--- src/rtl/statusGuardPkg.sv ---
package statusGuardPkg;

  typedef enum logic [1:0] {
    FENCE_NONE    = 2'b00,
    FENCE_QUARTER = 2'b01,
    FENCE_HALF    = 2'b10,
    FENCE_ALL     = 2'b11
  } fence_e;

  localparam int STATUS_W   = 8;
  localparam int FENCE_LO   = 2;
  localparam logic [3:0] STATUS_TOP = 4'hF;

  typedef struct packed {
    logic setWel;
    logic clrWel;
    logic loadFence;
    logic gateOpen;
  } guardCtrl_t;

endpackage

--- src/rtl/sgControl.sv ---
module sgControl
  import statusGuardPkg::*;
(
  input  logic       wrenCmd,
  input  logic       wrdiCmd,
  input  logic       wrsrCmd,
  input  logic       cycleDone,
  input  logic       busy,
  input  logic       wpN,
  input  logic       welQ,
  output guardCtrl_t ctrl
);

  logic writesOpen;

  always_comb begin
    // writes need the latch, the pin released and an idle sequencer
    writesOpen     = welQ & wpN & ~busy;
    ctrl.gateOpen  = writesOpen;
    ctrl.setWel    = wrenCmd;
    ctrl.clrWel    = wrdiCmd | cycleDone;
    ctrl.loadFence = wrsrCmd & writesOpen;
  end

endmodule

--- src/rtl/sgDatapath.sv ---
module sgDatapath
  import statusGuardPkg::*;
#(
  parameter int DEPTH = 128,
  localparam int AW = $clog2(DEPTH)
) (
  input  logic                clk,
  input  logic                rst_n,
  input  guardCtrl_t          ctrl,
  input  logic [STATUS_W-1:0] wrsrData,
  input  logic                busy,
  input  logic [AW-1:0]       addr,
  output logic                welQ,
  output logic [STATUS_W-1:0] statusByte,
  output logic                writePermit
);

  fence_e fenceQ;
  logic   inQuarter;
  logic   inHalf;
  logic   fenceHit;

  always_ff @(posedge clk) begin
    if (!rst_n) begin
      welQ   <= 1'b0;
      fenceQ <= FENCE_NONE;
    end else begin
      if (ctrl.clrWel)      welQ <= 1'b0;
      else if (ctrl.setWel) welQ <= 1'b1;
      if (ctrl.loadFence)   fenceQ <= fence_e'(wrsrData[FENCE_LO +: 2]);
    end
  end

  generate
    if (AW >= 2) begin : gRegion
      assign inQuarter = &addr[AW-1 -: 2];
      assign inHalf    = addr[AW-1];
    end else begin : gTiny
      assign inQuarter = addr[0];
      assign inHalf    = addr[0];
    end
  endgenerate

  always_comb begin
    unique case (fenceQ)
      FENCE_NONE:    fenceHit = 1'b0;
      FENCE_QUARTER: fenceHit = inQuarter;
      FENCE_HALF:    fenceHit = inHalf;
      default:       fenceHit = 1'b1;
    endcase
  end

  assign writePermit = ctrl.gateOpen & ~fenceHit;
  assign statusByte  = {STATUS_TOP, fenceQ, welQ, busy};

endmodule

--- src/rtl/statusGuard.sv ---
module statusGuard
  import statusGuardPkg::*;
#(
  parameter int DEPTH = 128,
  localparam int AW = $clog2(DEPTH)
) (
  input  logic          clk,
  input  logic          rst_n,
  input  logic          wrenCmd,
  input  logic          wrdiCmd,
  input  logic          wrsrCmd,
  input  logic [7:0]    wrsrData,
  input  logic          cycleDone,
  input  logic          busy,
  input  logic          wpN,
  input  logic [AW-1:0] addr,
  output logic [7:0]    statusByte,
  output logic          writePermit
);

  guardCtrl_t ctrl;
  logic       welQ;

  sgControl uCtrl (
    .wrenCmd  (wrenCmd),
    .wrdiCmd  (wrdiCmd),
    .wrsrCmd  (wrsrCmd),
    .cycleDone(cycleDone),
    .busy     (busy),
    .wpN      (wpN),
    .welQ     (welQ),
    .ctrl     (ctrl)
  );

  sgDatapath #(.DEPTH(DEPTH)) uData (
    .clk        (clk),
    .rst_n      (rst_n),
    .ctrl       (ctrl),
    .wrsrData   (wrsrData),
    .busy       (busy),
    .addr       (addr),
    .welQ       (welQ),
    .statusByte (statusByte),
    .writePermit(writePermit)
  );

endmodule

--- config.mk ---
export PLATFORM = sky130hd
export DESIGN_NAME = statusGuard
export DESIGN_NICKNAME = d
export VERILOG_FILES = /design/src/rtl/statusGuardPkg.sv /design/src/rtl/sgControl.sv /design/src/rtl/sgDatapath.sv /design/src/rtl/statusGuard.sv
export SDC_FILE = /design/constraint.sdc
export NUM_CORES = 1
export LEC_CHECK = 0
export ABC_AREA = 1
export CAP_MARGIN = 20
export CELL_PAD_IN_SITES_DETAIL_PLACEMENT = 0
export CELL_PAD_IN_SITES_GLOBAL_PLACEMENT = 1
export CORE_MARGIN = 4
export CORE_UTILIZATION = 14
export CTS_BUF_LIST = sky130_fd_sc_hd__clkbuf_4
export DETAILED_ROUTE_END_ITERATION = 16
export PLACE_DENSITY_LB_ADDON = 0.25
export SLEW_MARGIN = 30
export SYNTH_ARGS = -nofsm -noshare
export SYNTH_HDL_FRONTEND = slang
export SYNTH_HIERARCHICAL = 1
export SYNTH_SLANG_ARGS = --single-unit
--- constraint.sdc ---
create_clock -name clk -period 1.8 [get_ports clk]
set_input_delay 0.36 -clock clk [delete_from_list [all_inputs] [get_ports clk]]
set_output_delay 0.36 -clock clk [all_outputs]
set_load 0.02 [all_outputs]
==> out/qor.yml <==
synth:
  synth.distinct_cells: 11
  synth-seq-area-share_pct: 27.4
  synth-simple-area-share_pct: 28.0
  synth.avg_cell_area_um2: 6.64
  synthMuxAreaShare_pct: 0
  synth_fa_ha_area_share_pct: 0
  synth-compound-area-share_pct: 6.86
  syn_inst: 33
  ys_warn_count: 6
  netlist_area_um2: 219
  synth_top_family_by_area: "buffers and inverters"
  synth.top_cell.area_share_pct: 27.4
  synthXorXnorAreaFrac_pct: 0
  synth_area_leaders: "dfxtp_1 27%, buf_4 27%, nor2_1 14%, inv_1 8.6%, o21ai_0 6.9%"
  synth_top_cell_by_area: "dfxtp_1"
  ys_seq_elements: 3
die:
  core_region_area_mm2: 0.00149
  rows: 14
  die_h_um: 47.5
  die_width_um: 47.5
  start_util_pct: 14.7
  ios: 32
  dieArea_mm2: 0.00226
grt:
  grtUsageTotal_pct: 4.86
  grt.overflow.total: 0
  grt_pass1_vias: 176
  grt_max_degree: 5
  antenna_found_initial: 0
  grt_pass1_wl_um: 641
flow_run:
  maxCapViolCount: 0
drt:
  viasPerCell: 3.38
  drtIter0Drc: 5
  wl_per_cell_um: 7.67
  antenna_left: 0
  wirelength_um: 491
  drtPass1Iterations: 4
  drc: 0
  vias: 216
critical_path:
  crit_buf_inv: 3
  r2r_start: "uData/welQ"
  start_kind: "input port"
  cp_top_family: "buffers and inverters"
  crit_cells: 6
  cp_slowest_cell: "clkdlybuf4s50_1"
  cp.arrival_ns: 1.27
  crit_fanout: 2
  crit_path_end: "writePermit"
  r2r_cells: 5
  cp_data_required_time_ns: 1.44
  max_stage_delay_ns: 0.47
  critPathCaptureType: "output pin"
  timing.rr.end: "uData/fenceQ[0]"
  crit_type: "in -> out"
  r2r_setup_slack_ns: 0.89
  startpoint: "wpN"
  path_cells: "clkdlybuf4s50_1, nand3_2, inv_1, nand2_1, nor2_1, clkbuf_2"
cts:
  cts.sinks: 3
  cts_tree: "done"
  numCtsBuffers: 3
  cts_setup_buffers: 0
  htree_levels: 1
  clk-insertion-delay-late_ns: 0.23
  cts_root_buffer: "clkbuf_4"
  path_clk_slew_ns: 0.04
  clk_path_buf_depth: 2
  hold_buffers: 0
sta:
  slew_violations: 0
  grt_setup_unrepaired: "false"
  min_period_over_period_pct: 90.6
  setup-tns-final_ns: 0
  final_hold_viol_count: 0
  period_minus_slack_ns: 1.63
  setup_violations: 0
  final.setup_skew_ns: 0.00307
  fmax_mhz: 613
finish:
  finalNetCount: 72
  multiInputGateArea_um2: 91.3
  fin_cells: 64
  drive_gt1_share_pct: 14.6
  antenna_cells: 0
  ff_latch_area_um2: 60.1
  utilization_pct: 25.1
  syn_to_final_growth_pct: 70.9
  nFillCells: 181
place:
  hpwl_um: 418
  gp_congestion: 0.580
  io_buffers: 16
  dp.cells: 60
power:
  power_density_mw_per_mm2: 653
  leakage_uw: 0.000169
  finalPower_uw: 244
  vdd.ir_drop.worst_mv: 0.272
run_status:
  outcome: "completed"
worst_hold_path:
  hold_path_class: "reg -> reg"
==> worst min-delay path by stage <==
| stage | startpoint | end | depth (start not counted) |
|---|---|---|---|
| final | uData/fenceQ[1] | uData/fenceQ[1] | 2 |
| after global routing | uData/fenceQ[0] | uData/fenceQ[0] | 2 |
| after CTS | uData/fenceQ[0] | uData/fenceQ[0] | 2 |
| after detailed placement | uData/fenceQ[1] | uData/fenceQ[1] | 2 |
| after global placement | uData/fenceQ[0] | uData/fenceQ[0] | 2 |
| after floorplan | wrsrData[2] | uData/fenceQ[0] | 2 |
==> metal layers <==
| metal | GRT usage (%) | routed length, um |
|---|---|---|
| met4 | 6.45 | 5 |
| met2 | 6.42 | 224 |
| met5 | 0 | 0 |
| met1 | 4.20 | 185 |
| met3 | 3.38 | 75 |
==> cells by family (layout without fill, tap and decap cells) <==
| group | after synthesis | in the layout |
|---|---|---|
| DFF | 3 | 3 |
| and+or+nand+nor | 13 | 13 |
| AOI/OAI and AO/OA | 3 | 3 |
| buffers and inverters | 13 | 25 |
| other | 1 | 4 |
==> layout by cell type, fill, tap and decap left out <==
cell type / Yosys / routed
nand3_2: 1 / 1
nor2_2: 1 / 1
o21ai_0: 3 / 3
nor2_1: 8 / 8
dfxtp_1: 3 / 3
clkbuf_2: 0 / 1
nand2_1: 1 / 1
clkbuf_4: 0 / 4
conb_1: 1 / 4
inv_1: 5 / 5
dlygate4sd2_1: 0 / 1
clkdlybuf4s50_1: 0 / 14
nand3_1: 1 / 1
or2_1: 1 / 1
==> registers in the layout, indices dropped and copies added (netlist names) <==
name / flops
uData/fenceQ: 2
uData/welQ: 1
==> worst min-delay path: cells and delay by family (launching register included) <==
family	cells	cell delay, ns
flip-flops	1	0.34
AND/OR/NAND/NOR	1	0.07
AO/OA/AOI/OAI	1	0.09
==> synthesized netlist by cell type, drive strengths merged <==
master	n
buf	8
conb	1
dfxtp	3
inv	5
nand2	1
nand3	2
nor2	9
o21ai	3
or2	1
==> final cells by class <==
type / count / share of cell area (%)
multi-input cells: 20 / 24.4
repair buffers: 16 / 41.1
well taps: 16 / 5.35
flip-flops and latches: 3 / 16.1
clock buffers: 4 / 8.03
inverters: 5 / 5.02
==> power by group <==
| group | internal, uW | switching (uW) |
|---|---|---|
| sequential | 67.9 | 0.892 |
| combinational | 25.6 | 17.8 |
| clock | 98.0 | 33.9 |
==> stage by stage <==
stage                     worst slack (ns)  hold slack, ns  instance area [um2]
after floorplan                      0.512           0.495                  230
after global placement              -0.283           0.546                  350
after detailed placement            -0.283           0.543                  350
after CTS                           0.0179           0.552                  379
after global routing                 0.101           0.584                  374
final                                0.169           0.542                  374
==> timing repair <==
action | CTS | global route
setup endpoints to repair | 2 | 1
pin swaps | 0 | 0
gates resized for setup | 3 | 1
Note: power is estimated with default switching activity, not from simulation.
